--- src/rtl/line_irq_gen.sv ---
module line_irq_gen #(
  parameter int unsigned          ADDR_W      = 16,
  parameter int unsigned          DATA_W      = 8,
  parameter int unsigned          CNT_W       = 17,
  parameter logic [ADDR_W-1:0]    TARGET_ADDR = 16'h5203,
  parameter logic [ADDR_W-1:0]    CTRL_ADDR   = 16'h5204,
  parameter int unsigned          LINE_CYC    = 341,
  parameter int unsigned          LEAD_LINES  = 21,
  parameter int unsigned          LEAD_OFS    = 128,
  parameter int unsigned          LINE_LIMIT  = 240,
  parameter int unsigned          EN_BIT      = 7
) (
  input  logic              clk,
  input  logic              rst_n,
  input  logic              frame_start,
  input  logic              wr_en,
  input  logic [ADDR_W-1:0] wr_addr,
  input  logic [DATA_W-1:0] wr_data,
  output logic              irq
);
  localparam int unsigned RECIP_SH = CNT_W;
  localparam int unsigned RECIP    = ((1 << RECIP_SH) + 2) / 3;
  localparam int unsigned PROD_W   = CNT_W + RECIP_SH;
  localparam int unsigned LEAD_CYC = LINE_CYC * LEAD_LINES + LEAD_OFS;

  logic [CNT_W-1:0]  cnt_q, dl_q, raw_cyc, new_dl;
  logic [PROD_W-1:0] prod;
  logic [DATA_W-1:0] ctrl_q;
  logic              armed_q, pend_q;
  logic              tgt_wr, ctrl_wr, hit, line_ok;

  assign tgt_wr  = wr_en && (wr_addr == TARGET_ADDR);
  assign ctrl_wr = wr_en && (wr_addr == CTRL_ADDR);
  assign raw_cyc = CNT_W'(LEAD_CYC) + CNT_W'(LINE_CYC) * CNT_W'(wr_data);
  assign prod    = PROD_W'(raw_cyc) * PROD_W'(RECIP);
  assign new_dl  = CNT_W'(prod >> RECIP_SH);
  assign line_ok = (wr_data != '0) && (32'(wr_data) < LINE_LIMIT);
  assign hit     = armed_q && (cnt_q >= dl_q);
  assign irq     = pend_q;

  always_ff @(posedge clk) begin
    if (!rst_n) begin
      cnt_q   <= '0;
      dl_q    <= '0;
      ctrl_q  <= '0;
      armed_q <= 1'b0;
      pend_q  <= 1'b0;
    end else begin
      if (hit) begin
        armed_q <= 1'b0;
        if (ctrl_q[EN_BIT]) pend_q <= 1'b1;
      end
      if (ctrl_wr) begin
        ctrl_q <= wr_data;
        pend_q <= 1'b0;
      end
      if (tgt_wr) begin
        dl_q    <= new_dl;
        armed_q <= line_ok && (new_dl >= cnt_q);
        pend_q  <= 1'b0;
      end
      if (frame_start) begin
        cnt_q   <= '0;
        armed_q <= 1'b0;
        pend_q  <= 1'b0;
      end else if (cnt_q != '1) begin
        cnt_q <= cnt_q + 1'b1;
      end
    end
  end
endmodule


--- config.mk ---
export PLATFORM = sky130hd
export DESIGN_NAME = line_irq_gen
export DESIGN_NICKNAME = d
export VERILOG_FILES = /design/src/rtl/line_irq_gen.sv
export SDC_FILE = /design/constraint.sdc
export NUM_CORES = 1
export LEC_CHECK = 0
export ABC_CLOCK_PERIOD_IN_PS = 18900
export CORE_AREA = 4 4 151 153
export CTS_BUF_LIST = sky130_fd_sc_hd__clkbuf_16
export CTS_CLUSTER_SIZE = 25
export DETAILED_ROUTE_END_ITERATION = 16
export DIE_AREA = 0 0 155 157
export PLACE_DENSITY = 0.62
export SKIP_CTS_REPAIR_TIMING = 1
export SLEW_MARGIN = 20
export SYNTH_ARGS = -nofsm -noshare
export SYNTH_HDL_FRONTEND = slang
export SYNTH_SLANG_ARGS = --single-unit
--- constraint.sdc ---
create_clock -name clk -period 18.9 [get_ports clk]
set_clock_uncertainty 0.1 [all_clocks]
set_input_delay 3.78 -clock clk [delete_from_list [all_inputs] [get_ports clk]]
set_output_delay 3.78 -clock clk [all_outputs]
set_load 0.005 [all_outputs]
-- Yosys cells after proc, flatten, opt, wreduce, memory -nomap -nowiden
Cells that the tools add are included.
- register bits: 43
- output and inout port bits: 1
- logic and storage cells: 28
- $add $sub $neg: 2
- multipliers: 2
- order comparisons: 3
- equal/unequal tests: 3
- muxes and demuxes: 2
- bitwise operators: 1
- reductions and logical operators: 10
- operator list (kind ; count):
    multiplier 17 x 16 -> 33 bit, second input constant ; 1
    == test 16 x 15 -> 1 bit, second input constant ; 2
    adder 13 x 17 -> 17 bit, first input constant ; 1
    adder 17 x 1 -> 17 bit, second input constant ; 1
    greater-or-equal comparator 16 x 17 -> 1 bit ; 1
    greater-or-equal comparator 17 x 16 -> 1 bit ; 1
    multiplier 9 x 8 -> 17 bit, first input constant ; 1
    inequality test 17 bit, second input constant ; 1
    < comparator 8 bit, second input constant ; 1
    nonzero test 8 bit ; 1
    logical AND 1 bit ; 5
    OR reduction 4 bit ; 1
    two-way mux 1 bit ; 2
    AND reduction 2 bit ; 1
    nonzero test 2 bit ; 1
    OR reduction 2 bit ; 1
    inverter 1 bit ; 1

-- Depth between registers and ports, before layout
- depth after elaboration: 6
- depth in mapped cells: 43
- gate-level depth less buffers: 42

-- Least setup slack after synthesis
No wires, ideal clock.
- path kind: input to register
- start point: in wr_data[5]
- end point: reg armed_q
- library setup time: 0.116 ns
- data arrival time: 12.593 ns
- path slack: 6.091 ns
- stages on the path: 39
- cell sequence: ha_1 > inv_1 > fa_1 > fa_1 > fa_1 > inv_1 > ha_1 > nor3_1 > nor2_1 > a31oi_1 > a21oi_1 > a21o_1 > a21o_1 > xor2_1 > ha_1 > ha_1 > inv_1 > fa_1 > [3 not listed] > inv_1 > fa_1 > inv_1 > ha_1 > and3_1 > and3_1 > a21oi_1 > o211a_1 > a21o_1 > a21o_1 > nor2b_1 > xnor2_1 > ha_1 > a21o_1 > a211oi_1 > a211o_1 > a21oi_1 > a41o_1
- longest elaborated chain between the ends: 6
- elaborated cells on any way between the ends: 9
- RTL lines (what ; RTL line ; source):
    start, declared ; 18 ; input logic [DATA_W-1:0] wr_data,
    multiplier 9 x 8 -> 17 bit ; 34 ; assign raw_cyc = CNT_W'(LEAD_CYC) + CNT_W'(LINE_CYC) * CNT_W'(wr_data);
    adder 13 x 17 -> 17 bit ; 34 ;
    multiplier 17 x 16 -> 33 bit ; 35 ; assign prod = PROD_W'(raw_cyc) * PROD_W'(RECIP);
    named net new_dl[10] ; 26 ; logic [CNT_W-1:0] cnt_q, dl_q, raw_cyc, new_dl;
    greater-or-equal comparator 16 x 17 -> 1 bit ; 59 ; armed_q <= line_ok && (new_dl >= cnt_q);
    logical AND 1 bit ; 59 ;
    two-way mux 1 bit ; 57 ; if (tgt_wr) begin
    end signal, assigned ; 59 ;
    end, declared ; 29 ; logic armed_q, pend_q;
The timed path passes the listed nets, and every way through them passes these cells.
A chain may end at the register's enable or synchronous reset.

-- Final worst setup path
- start point: in wr_data[6]
- end point: reg armed_q
The elaborated chain is that of the path after synthesis.

==> flow_summary.json <==
{
  "finalWorstSetupSlack_ns": 4.56,
  "max_slew.worst_pin.slew_ns": 0.731,
  "wire_length_of_the_first_global_routing_pass_um": 31400,
  "gr-usage-all-layers": 0.158,
  "storage_cell_area_um2": 721,
  "crit-reg2reg-launch": "cnt_q[4]",
  "ff2ff_path_depth": 11,
  "final_area_um2": 9380,
  "slew_headroom": 0.509,
  "fmax_mhz": 69.7,
  "mostFrequentLayoutCell": "inv_1",
  "grt_max_degree": 27,
  "layout.cells.most_common_list": "inv_1, ha_1, fa_1",
  "firstDrtPassIters": 4,
  "placement_rows": 54,
  "number_of_sinks_on_the_clock_net": 36,
  "cells_on_worst_hold_path": 2,
  "floorplan.io_pins": 29,
  "timing.final.hold_violations": 0,
  "areaGrowthSynthToFinish_pct": 8.32,
  "grt_overflow": 0,
  "synth_seq_cells": 36,
  "post_layout_nonfiller_instances": 1259,
  "r2r_end": "cnt_q[13]",
  "ff2ff_setup_slack_ns": 16.12,
  "ys.warnings.count": 0,
  "die_h_um": 157,
  "fill_cells": 2120,
  "post-route-drc-count": 0,
  "wl_per_cell_um": 14.9,
  "timing.critical_path.fanout_max": 9,
  "setup_tns_ns": 0,
  "finalCriticalPeriod_ns": 14.34,
  "dp_slack_ns": 4.22,
  "status": "finished, final reports clean",
  "startpoint_type": "input pin",
  "grt_pass1_vias": 6408,
  "antenna_violations_before_repair": 0,
  "post_synth.cell_area_avg_um2": 9.09,
  "root_buffer": "clkbuf_16",
  "buffer_ports.inserted": 28,
  "vias_per_cell": 4.95,
  "report.final.setup_viol": 0,
  "count_of_flip_flops_with_a_built_in_enable_after_synthesis": 0,
  "share_of_synthesized_flip_flops_with_an_asynchronous_set_or_reset": 0,
  "drt_iter0_drc": 214,
  "place.detailed.hpwl_um": 16800,
  "drive_gt1_frac": 0.0327,
  "cp_common_cell": "fa_1",
  "syn-cell-area_um2": 8660,
  "post_synthesis_net_count": 1292,
  "gp_congestion": 0.891,
  "worstSetupPathType": "input pin to register",
  "netlist_instances": 952,
  "h_tree_level_count": 2,
  "synth_seq_area_share": 0.0832,
  "cp.arrival_ns": 14.41,
  "tritoncts": "yes",
  "route.antenna.remaining_nets": 0,
  "post-place-cells": 1251,
  "final_max_slew_viol_count": 0,
  "latest_clock_arrival_within_the_worst_skew_pair_ns": 0.27,
  "clk_path_buf_depth": 2,
  "cpMaxStageDelayCell": "clkdlybuf4s50_1",
  "cts-buffers-inserted": 5,
  "synthDistinctLibCells": 73,
  "full_die_area_um2": 24300,
  "highest_cell_delay_on_the_worst_timing_path_ns": 0.73,
  "antenna-diode-count": 0,
  "holdPathEnd": "dl_q[7]",
  "dr_total_vias": 6226,
  "postRouteWirelength_um": 18700,
  "coreArea_um2": 21600,
  "clkSlewWorstSetupHoldPaths_ns": 0.06,
  "hold_path.startpoint": "dl_q[7]",
  "end_kind": "register",
  "floorplan.initialDensity": 0.402,
  "grt_setup_unrepaired": "false",
  "timing.hold.worst.class": "register to register",
  "placed_area_um2": 9240,
  "cp.required_ns": 18.97,
  "synthFlopType": "dfxtp_1",
  "die_width_um": 155,
  "timing.final.crit_share": 0.759,
  "multi_input_comb_area_um2": 7020,
  "num-nets-final": 1318,
  "cap_viol_max_count": 0
}
cell type report:
class	count	share of cell area
clock buffers	5	0.0133
clock inverters	3	0.00147
inverters	229	0.0916
multi-input cells	677	0.749
flip-flops and latches	36	0.0768
well taps	280	0.0374
repair buffers	29	0.0307
synth_stat cells (all sizes together) (6+ instances only):
library cell | number | share of area
inv | 229 | 0.099
ha | 211 | 0.30
fa | 101 | 0.23
a21oi | 44 | 0.027
dfxtp | 36 | 0.083
nor2 | 36 | 0.016
xnor2 | 34 | 0.034
nand2 | 33 | 0.014
a21o | 28 | 0.024
nand3 | 24 | 0.014
o21ai | 18 | 0.010
nor3 | 17 | 0.010
nand4 | 16 | 0.012
xor2 | 14 | 0.014
or3 | 10 | 0.0074
a31oi | 7 | 0.0058
and3 | 7 | 0.0052
clkbuf | 7 | 0.0042
nor2b | 6 | 0.0043
routing by layer:
metal  share of wire  up-vias  GRT usage
li1                -     3210          -
met1            0.47     2935      0.209
met2            0.49       66      0.284
met3           0.022       15     0.0157
met4           0.013        0     0.0294
met5               0        -          0
how the worst max path moves through the flow:
stage | from | cells past startpoint | end
after detailed placement | wr_data[0] | 40 | armed_q
final | wr_data[6] | 39 | armed_q
after global placement | wr_data[0] | 40 | armed_q
after global routing | wr_data[0] | 40 | armed_q
after floorplan | wr_data[5] | 39 | armed_q
after CTS | wr_data[0] | 40 | armed_q
worst max-delay path, delay by kind of cell:
kind / cells / cell delay (ns)
buffers and inverters: 7 / 1.16
XOR/XNOR: 1 / 0.41
adder cells (fa/ha/maj): 12 / 5.28
AND/OR/NAND/NOR: 7 / 1.47
AO/OA/AOI/OAI: 12 / 2.31
metrics by stage:
| stage | hold WS, ns | util |
|---|---|---|
| after floorplan | 0.329 | - |
| after global placement | 0.340 | 0.429 |
| after detailed placement | 0.344 | 0.429 |
| after CTS | 0.351 | 0.435 |
| after global routing | 0.368 | 0.435 |
| final | 0.350 | 0.435 |
registers in the layout (all words and copies together) (netlist names):
signal and count:
cnt_q 17, dl_q 16, armed_q 1, ctrl_q 1, irq 1
logic make-up after synthesis:
logic type | Yosys count | synth area share
xor+xnor | 48 | 0.0486
simple gates | 181 | 0.112
fa+ha+maj | 312 | 0.538
buf+inv | 239 | 0.106
mux | 2 | 0.00231
flops | 36 | 0.0832
compound gates | 134 | 0.110
Power is left out: the tool's default activity adds up to more than one toggle a clock period on the data nets, which glitch-free logic cannot reach.
